File: config.mk
export PLATFORM = sky130hd
export DESIGN_NAME = pbuf_mgr
export DESIGN_NICKNAME = d
export VERILOG_FILES = /design/src/rtl/pbuf_pkg.sv /design/src/rtl/pbuf_lru.sv /design/src/rtl/pbuf_store.sv /design/src/rtl/pbuf_ctrl.sv /design/src/rtl/pbuf_mgr.sv
export SDC_FILE = /design/constraint.sdc
export NUM_CORES = 2
export LEC_CHECK = 0
export BUFFER_PORTS_ARGS = -buffer_cell sky130_fd_sc_hd__buf_2
export CAP_MARGIN = 20
export CORE_ASPECT_RATIO = 1.2
export CORE_UTILIZATION = 40
export DETAILED_ROUTE_END_ITERATION = 12
export SYNTH_ARGS = -nofsm -noshare
export SYNTH_HDL_FRONTEND = slang
export SYNTH_HIERARCHICAL = 1
export SYNTH_SLANG_ARGS = --single-unit
File: constraint.sdc
create_clock -name clk -period 9.15 [get_ports clk]
set_input_delay 2.745 -clock clk [delete_from_list [all_inputs] [get_ports clk]]
set_output_delay 2.745 -clock clk [all_outputs]
set_load 0.03 [all_outputs]
File: src/rtl/pbuf_pkg.sv
package pbuf_pkg;
    typedef enum logic [1:0] {
        ST_IDLE  = 2'd0,
        ST_WBACK = 2'd1,
        ST_FILL  = 2'd2,
        ST_FLUSH = 2'd3
    } pbuf_state_e;
endpackage

File: src/rtl/pbuf_lru.sv
module pbuf_lru #(
    parameter int NBUF = 16,
    localparam int IW = $clog2(NBUF)
) (
    input  logic          clk,
    input  logic          rst_n,
    input  logic          touch_en,
    input  logic [IW-1:0] touch_idx,
    output logic [IW-1:0] victim
);
    // age per buffer: 0 = most recent, NBUF-1 = oldest
    logic [IW-1:0]   age_q [NBUF];
    logic [NBUF-1:0] oldest_vec;

    always_ff @(posedge clk) begin
        if (!rst_n) begin
            for (int i = 0; i < NBUF; i++) age_q[i] <= IW'(i);
        end else if (touch_en) begin
            for (int i = 0; i < NBUF; i++) begin
                if (IW'(i) == touch_idx)
                    age_q[i] <= '0;
                else if (age_q[i] < age_q[touch_idx])
                    age_q[i] <= age_q[i] + 1'b1;
            end
        end
    end

    always_comb begin
        victim = '0;
        for (int i = 0; i < NBUF; i++) begin
            oldest_vec[i] = (age_q[i] == IW'(NBUF - 1));
            if (oldest_vec[i]) victim = IW'(i);
        end
    end

    AST_ONE_OLDEST: assert property (@(posedge clk) disable iff (!rst_n)
        $countones(oldest_vec) == 1);
    AST_TOUCH_MRU: assert property (@(posedge clk) disable iff (!rst_n)
        touch_en |=> age_q[$past(touch_idx)] == '0);
endmodule

File: src/rtl/pbuf_store.sv
module pbuf_store #(
    parameter int NBUF  = 16,
    parameter int WORDS = 8,
    parameter int WW    = 16,
    parameter int TAG_W = 12,
    parameter bit WB_EN = 1'b1,
    localparam int IW = $clog2(NBUF),
    localparam int OW = $clog2(WORDS),
    localparam int PB = WORDS * WW
) (
    input  logic             clk,
    input  logic             rst_n,
    input  logic [TAG_W-1:0] look_tag,
    input  logic [OW-1:0]    look_off,
    output logic             hit,
    output logic [IW-1:0]    hit_idx,
    output logic [WW-1:0]    hit_word,
    input  logic             word_we,
    input  logic [WW-1:0]    word_data,
    input  logic             fill_en,
    input  logic [TAG_W-1:0] fill_tag,
    input  logic [PB-1:0]    fill_data,
    input  logic             clean_en,
    input  logic [IW-1:0]    sel_idx,
    output logic [TAG_W-1:0] sel_tag,
    output logic [PB-1:0]    sel_page,
    output logic [NBUF-1:0]  valid_vec,
    output logic [NBUF-1:0]  dirty_vec
);
    logic [PB-1:0]    page_q [NBUF];
    logic [TAG_W-1:0] tag_q  [NBUF];
    logic [NBUF-1:0]  match_vec;

    always_comb begin
        hit     = 1'b0;
        hit_idx = '0;
        for (int i = 0; i < NBUF; i++) begin
            match_vec[i] = valid_vec[i] && (tag_q[i] == look_tag);
            if (match_vec[i]) begin
                hit     = 1'b1;
                hit_idx = IW'(i);
            end
        end
    end

    assign hit_word = page_q[hit_idx][look_off*WW +: WW];
    assign sel_tag  = tag_q[sel_idx];
    assign sel_page = page_q[sel_idx];

    always_ff @(posedge clk) begin
        if (!rst_n) begin
            valid_vec <= '0;
            for (int i = 0; i < NBUF; i++) tag_q[i] <= '0;
        end else if (fill_en) begin
            valid_vec[sel_idx] <= 1'b1;
            tag_q[sel_idx]     <= fill_tag;
        end
    end

    always_ff @(posedge clk) begin
        if (fill_en)
            page_q[sel_idx] <= fill_data;
        else if (word_we && WB_EN)
            page_q[hit_idx][look_off*WW +: WW] <= word_data;
    end

    generate
        if (WB_EN) begin : g_dirty
            always_ff @(posedge clk) begin
                if (!rst_n)
                    dirty_vec <= '0;
                else if (fill_en || clean_en)
                    dirty_vec[sel_idx] <= 1'b0;
                else if (word_we)
                    dirty_vec[hit_idx] <= 1'b1;
            end
        end else begin : g_clean
            assign dirty_vec = '0;
        end
    endgenerate

    AST_HIT_UNIQUE: assert property (@(posedge clk) disable iff (!rst_n)
        $onehot0(match_vec));
    AST_WRITE_DIRTY: assert property (@(posedge clk) disable iff (!rst_n)
        (word_we && WB_EN) |=> dirty_vec[$past(hit_idx)]);
endmodule

File: src/rtl/pbuf_ctrl.sv
module pbuf_ctrl
    import pbuf_pkg::*;
#(
    parameter int NBUF  = 16,
    parameter int TAG_W = 12,
    parameter bit WB_EN = 1'b1,
    localparam int IW = $clog2(NBUF)
) (
    input  logic             clk,
    input  logic             rst_n,
    input  logic             req_valid,
    input  logic             req_we,
    input  logic [TAG_W-1:0] req_tag,
    input  logic             req_hit,
    input  logic [IW-1:0]    hit_idx,
    input  logic             flush_req,
    input  logic [IW-1:0]    lru_victim,
    input  logic [NBUF-1:0]  valid_vec,
    input  logic [NBUF-1:0]  dirty_vec,
    output logic             stall,
    output logic             nvm_rd_en,
    output logic             nvm_wr_en,
    output logic             flush_done,
    output logic             touch_en,
    output logic [IW-1:0]    touch_idx,
    output logic             word_we,
    output logic             fill_en,
    output logic             clean_en,
    output logic [IW-1:0]    sel_idx,
    output logic [TAG_W-1:0] fill_tag
);
    pbuf_state_e      state_q, state_d;
    logic [IW-1:0]    vic_q;
    logic [TAG_W-1:0] tag_q;
    logic             fl_any;
    logic [IW-1:0]    fl_idx;
    logic             miss;

    // lowest-index dirty buffer is drained first
    always_comb begin
        fl_any = |dirty_vec;
        fl_idx = '0;
        for (int i = NBUF - 1; i >= 0; i--)
            if (dirty_vec[i]) fl_idx = IW'(i);
    end

    assign miss     = req_valid && !req_hit && !flush_req;
    assign fill_tag = tag_q;

    always_comb begin
        state_d = state_q;
        unique case (state_q)
            ST_IDLE: begin
                if (flush_req)
                    state_d = ST_FLUSH;
                else if (miss)
                    state_d = (valid_vec[lru_victim] && dirty_vec[lru_victim])
                              ? ST_WBACK : ST_FILL;
            end
            ST_WBACK: state_d = ST_FILL;
            ST_FILL:  state_d = ST_IDLE;
            ST_FLUSH: if (!fl_any) state_d = ST_IDLE;
        endcase
    end

    always_ff @(posedge clk) begin
        if (!rst_n) begin
            state_q <= ST_IDLE;
            vic_q   <= '0;
            tag_q   <= '0;
        end else begin
            state_q <= state_d;
            if (state_q == ST_IDLE && miss) begin
                vic_q <= lru_victim;
                tag_q <= req_tag;
            end
        end
    end

    always_comb begin
        stall      = 1'b1;
        nvm_rd_en  = 1'b0;
        nvm_wr_en  = 1'b0;
        flush_done = 1'b0;
        touch_en   = 1'b0;
        touch_idx  = vic_q;
        word_we    = 1'b0;
        fill_en    = 1'b0;
        clean_en   = 1'b0;
        sel_idx    = vic_q;
        unique case (state_q)
            ST_IDLE: begin
                stall     = req_valid && (flush_req || !req_hit);
                touch_en  = req_valid && req_hit && !flush_req;
                touch_idx = hit_idx;
                word_we   = touch_en && req_we && WB_EN;
            end
            ST_WBACK: begin
                nvm_wr_en = 1'b1;
                clean_en  = 1'b1;
            end
            ST_FILL: begin
                nvm_rd_en = 1'b1;
                fill_en   = 1'b1;
                touch_en  = 1'b1;
            end
            ST_FLUSH: begin
                sel_idx    = fl_idx;
                nvm_wr_en  = fl_any;
                clean_en   = fl_any;
                flush_done = !fl_any;
            end
        endcase
    end

    AST_WB_THEN_FILL: assert property (@(posedge clk) disable iff (!rst_n)
        (state_q == ST_WBACK) |=> nvm_rd_en);
    AST_ONE_PORT: assert property (@(posedge clk) disable iff (!rst_n)
        !(nvm_rd_en && nvm_wr_en));
    AST_FLUSH_CLEARS: assert property (@(posedge clk) disable iff (!rst_n)
        (state_q == ST_FLUSH && nvm_wr_en) |=> !dirty_vec[$past(sel_idx)]);
    AST_DONE_PULSE: assert property (@(posedge clk) disable iff (!rst_n)
        flush_done |=> !flush_done);

    generate
        if (!WB_EN) begin : g_ro_chk
            AST_PROG_NO_WB: assert property (@(posedge clk) disable iff (!rst_n)
                !nvm_wr_en);
        end
    endgenerate
endmodule

File: src/rtl/pbuf_mgr.sv
module pbuf_mgr #(
    parameter int NBUF  = 16,
    parameter int WORDS = 8,
    parameter int WW    = 16,
    parameter int TAG_W = 12,
    parameter bit WB_EN = 1'b1,
    localparam int IW = $clog2(NBUF),
    localparam int OW = $clog2(WORDS),
    localparam int AW = TAG_W + OW,
    localparam int PB = WORDS * WW
) (
    input  logic             clk,
    input  logic             rst_n,
    input  logic             req_valid,
    input  logic             req_we,
    input  logic [AW-1:0]    req_addr,
    input  logic [WW-1:0]    req_wdata,
    output logic [WW-1:0]    rsp_rdata,
    output logic             stall,
    input  logic             flush_req,
    output logic             flush_done,
    output logic             nvm_rd_en,
    output logic [TAG_W-1:0] nvm_rd_page,
    input  logic [PB-1:0]    nvm_rd_data,
    output logic             nvm_wr_en,
    output logic [TAG_W-1:0] nvm_wr_page,
    output logic [PB-1:0]    nvm_wr_data
);
    logic [TAG_W-1:0] req_tag, fill_tag;
    logic [OW-1:0]    req_off;
    logic             hit, touch_en, word_we, fill_en, clean_en;
    logic [IW-1:0]    hit_idx, touch_idx, sel_idx, lru_victim;
    logic [NBUF-1:0]  valid_vec, dirty_vec;

    assign req_tag     = req_addr[AW-1:OW];
    assign req_off     = req_addr[OW-1:0];
    assign nvm_rd_page = fill_tag;

    pbuf_store #(.NBUF(NBUF), .WORDS(WORDS), .WW(WW), .TAG_W(TAG_W), .WB_EN(WB_EN)) store_i (
        .clk(clk), .rst_n(rst_n),
        .look_tag(req_tag), .look_off(req_off),
        .hit(hit), .hit_idx(hit_idx), .hit_word(rsp_rdata),
        .word_we(word_we), .word_data(req_wdata),
        .fill_en(fill_en), .fill_tag(fill_tag), .fill_data(nvm_rd_data),
        .clean_en(clean_en), .sel_idx(sel_idx),
        .sel_tag(nvm_wr_page), .sel_page(nvm_wr_data),
        .valid_vec(valid_vec), .dirty_vec(dirty_vec)
    );

    pbuf_lru #(.NBUF(NBUF)) lru_i (
        .clk(clk), .rst_n(rst_n),
        .touch_en(touch_en), .touch_idx(touch_idx), .victim(lru_victim)
    );

    pbuf_ctrl #(.NBUF(NBUF), .TAG_W(TAG_W), .WB_EN(WB_EN)) ctrl_i (
        .clk(clk), .rst_n(rst_n),
        .req_valid(req_valid), .req_we(req_we), .req_tag(req_tag),
        .req_hit(hit), .hit_idx(hit_idx), .flush_req(flush_req),
        .lru_victim(lru_victim), .valid_vec(valid_vec), .dirty_vec(dirty_vec),
        .stall(stall), .nvm_rd_en(nvm_rd_en), .nvm_wr_en(nvm_wr_en),
        .flush_done(flush_done), .touch_en(touch_en), .touch_idx(touch_idx),
        .word_we(word_we), .fill_en(fill_en), .clean_en(clean_en),
        .sel_idx(sel_idx), .fill_tag(fill_tag)
    );

    AST_FILL_THEN_HIT: assert property (@(posedge clk) disable iff (!rst_n)
        nvm_rd_en |=> (hit || !req_valid || ($past(req_tag) != req_tag)));
endmodule

==> metrics <==
status finished, violations left; failing checks setup timing; full die area 287000 um^2; synth cell count leaders 2304 x edfxtp_1, 1152 x nand2_1, 715 x mux4_2; final hold vios 0; Post-Syn Nets 8005; RSZ-0062 raised after global routing true; DRT iter0 DRCs 13800; post-DR vias/cell 6.65; fin cells 13000; Clock Tree Root clkbuf_16; Core Region 283000 um^2; DP HPWL 328 mm; Worst-path clk slew 0.06 ns; cells after synthesis 7772; Die H 586 um; Worst Path Max Fanout 5; post-synth top area share 60.8%; flip-flop and latch area 70200 um^2; Port Buf Inserts 335; total clock buffers created by CTS 243; Pwr Density 199 nW/um^2; slowest stage delay, CP 0.82 ns; dpl cells 12400; utilization after layout 49.5%; critical-path cell list buf_6 -> buf_12 -> xnor2_2 -> nand4_1 -> or4_4 -> a2111oi_4 -> o21ai_4 -> a31o_4 -> buf_12 -> buf_12 -> buf_16 -> buf_12 -> nand2_1 -> a21oi_1 -> a221oi_2 -> o22ai_2 -> o211ai_1 -> nand4_1 -> buf_4 -> buf_6; CTS tree built; Yosys warnings 6; dominant cells by area after synthesis edfxtp_1 61%, mux4_2 14%, nand2_1 3.8%; pin count of the biggest net entering global routing 149; Final Max Tran Viols 0; gr usage total 33.7%; vias in the first global route 83400; Crit path top cell by count buf_12; drc violations 0; layout overhead on the synthesized area 23.1%; TNS Setup -13.74 ns; Synth Register Bits 2354; Post-Route WL 494 mm; GP Congestion 0.975; initial antenna violation count 46; critical path data required time 6.41 ns; first-pass GRT wire length 668 mm; Async S/R FF share, synth 0%; maximum VDD drop 177 uV; worst slew pin tran 1.30 ns; Area after DPL 129000 um^2; critical path launch point type input port; Leak Pwr 47.0 nW; post-route minimum period 10.43 ns; H-tree levels 4; synth unique cells 101; most used flip-flop cell after synthesis edfxtp_1; FILL cells 24100; post-route setup slack -1.28 ns; post-synth top area cell edfxtp_1; crit end category output port; area taken by multi-input logic gates 43200 um^2; hold-fix buffers at CTS 0; clock skew 0.0955 ns; Sink Count 2354; most common cell in the synthesized netlist edfxtp_1; CTS max path bufs 4; Post-Synthesis Cell Area 114000 um^2; # IOs 336; final instance area 140000 um^2; Synth Area per Inst 14.6 um^2; Pre-Repair DR Iteration Count 7; min-delay worst type reg -> reg; Layout Nets 9246; Max Cap Viol 0; post-route ant nets 0; sequential area share after synthesis 61.7%; routed len/inst 38.0 um; Overflow after GRT 0; FMAX 95.9 MHz; share of layout cells above drive strength 1 33.5%; Die W 489 um; Initial Utilization 40.2%; Max-slew headroom 13.1%; critical path's slowest cell o211ai_1; arrival time at the worst endpoint 7.68 ns; row count 214; post-route clock period utilization 114%; clock latency on the worst-skew pair 0.92 ns; Final setup viols 16; via count 86500; Crit Path Class in -> out; Post-synth EDFFs 2304
-- through the flow --
| stage | power (mW) | setup WS (ns) | hold WS, ns |
|---|---|---|---|
| final | 27.8 | -1.28 | 0.493 |
| after global routing | 28.5 | -1.15 | 0.529 |
| after CTS | 27.7 | -1.04 | 0.497 |
| after detailed placement | 18.1 | -1.77 | 0.488 |
| after global placement | 18.1 | -1.84 | 0.468 |
| after floorplan | 15.9 | 0.163 | 0.440 |
-- timing repair --
item	4_1_cts	5_1_grt
setup endpoints to repair	16	17
pin swaps	109	103
cloned	5	1
resized for setup	297	194
setup buffers	127	44
-- final timing paths --
| check | start | to | slack, ns | cells after the start |
|---|---|---|---|---|
| worst max-delay path | req_addr[8] | rsp_rdata[0] | -1.28 | 20 |
| worst min-delay path | ctrl_i/vic_q[1]$_SDFFE_PN0P_ | ctrl_i/vic_q[1]$_SDFFE_PN0P_ | 0.49 | 2 |
| worst max register to register | store_i/tag_q[6][5]$_SDFFCE_PN0P_ | lru_i/age_q[2][1]$_SDFFCE_PN1P_ | 2.76 | 19 |
| worst min register to register | ctrl_i/vic_q[1]$_SDFFE_PN0P_ | ctrl_i/vic_q[1]$_SDFFE_PN0P_ | 0.49 | 2 |
-- flip-flops by register name, indices dropped and copies added (netlist names) --
| signal | count |
|---|---|
| lru_i/age_q | 64 |
| store_i/tag_q | 192 |
| store_i/dirty_vec | 16 |
| ctrl_i/state_q | 2 |
| store_i/page_q | 2048 |
| store_i/valid_vec | 16 |
| ctrl_i/vic_q | 4 |
| ctrl_i/fill_tag | 12 |
-- cell families (layout without fill, tap and decap cells) --
group                    Yosys count  count (layout)  synth area share (%)
buffers and inverters            626            2055                  2.43
XOR/XNOR                         223             223                  1.72
AND/OR/NAND/NOR                 2006            2006                  7.91
adder cells (fa/ha/maj)           69              69                 0.759
multiplexers                     907             907                  15.9
AO/OA/AOI/OAI                   1587            1587                  9.67
other                              0              28                     0
flip-flops                      2354            2354                  61.7
-- report_power, final --
group	internal (mW)	switching, mW
combinational	2.11	3.55
sequential	12.2	0.256
clock	5.38	4.31
-- routing by layer --
| layer | track usage, % | routed length, um |
|---|---|---|
| met1 | 41.8 | 171000 |
| met2 | 50.6 | 218000 |
| met3 | 9.96 | 64400 |
| met4 | 23.4 | 40300 |
| met5 | 0 | 259 |
-- critical path: cells and delay by family --
| family | cells | cell delay (ns) |
|---|---|---|
| compound gates | 7 | 2.11 |
| simple gates | 4 | 1.45 |
| buf+inv | 8 | 1.22 |
| xor+xnor | 1 | 0.11 |
-- cell usage in the layout (no fill, tap or decap), types with 28 or more instances in the layout --
master and instances:
nor3_1 37, nand2_1 1135, o211ai_1 72, a22o_1 70
diode_2 28, ha_1 69, a21oi_1 369, buf_12 180
buf_8 28, a221oi_2 29, a21boi_0 31, inv_1 31
nor2_2 134, clkinv_2 41, xnor2_2 37, dfxtp_1 50
a21o_1 30, a211oi_1 35, a22oi_1 62, mux2i_1 176
buf_4 974, a221oi_1 133, o21ai_1 52, buf_6 85
nand3_1 106, edfxtp_1 2304, o22ai_1 96, mux4_2 715
clkinv_1 58, clkbuf_1 51, a31oi_1 32, and2_1 207
a222oi_1 42, o21ai_0 211, xnor2_1 160, clkbuf_16 246
nor2_1 128, nand4_1 57, buf_2 307, a221o_1 104
-- layout make-up --
class | count | area share, %
diodes | 28 | 0.0500
clock inverters | 134 | 0.841
repair buffers | 1589 | 10.2
multi-input cells | 4792 | 30.8
well taps | 3780 | 3.38
flip-flops and latches | 2354 | 50.1
clock buffers | 299 | 4.54
inverters | 33 | 0.0893
Note: power is estimated with default switching activity, not from simulation.
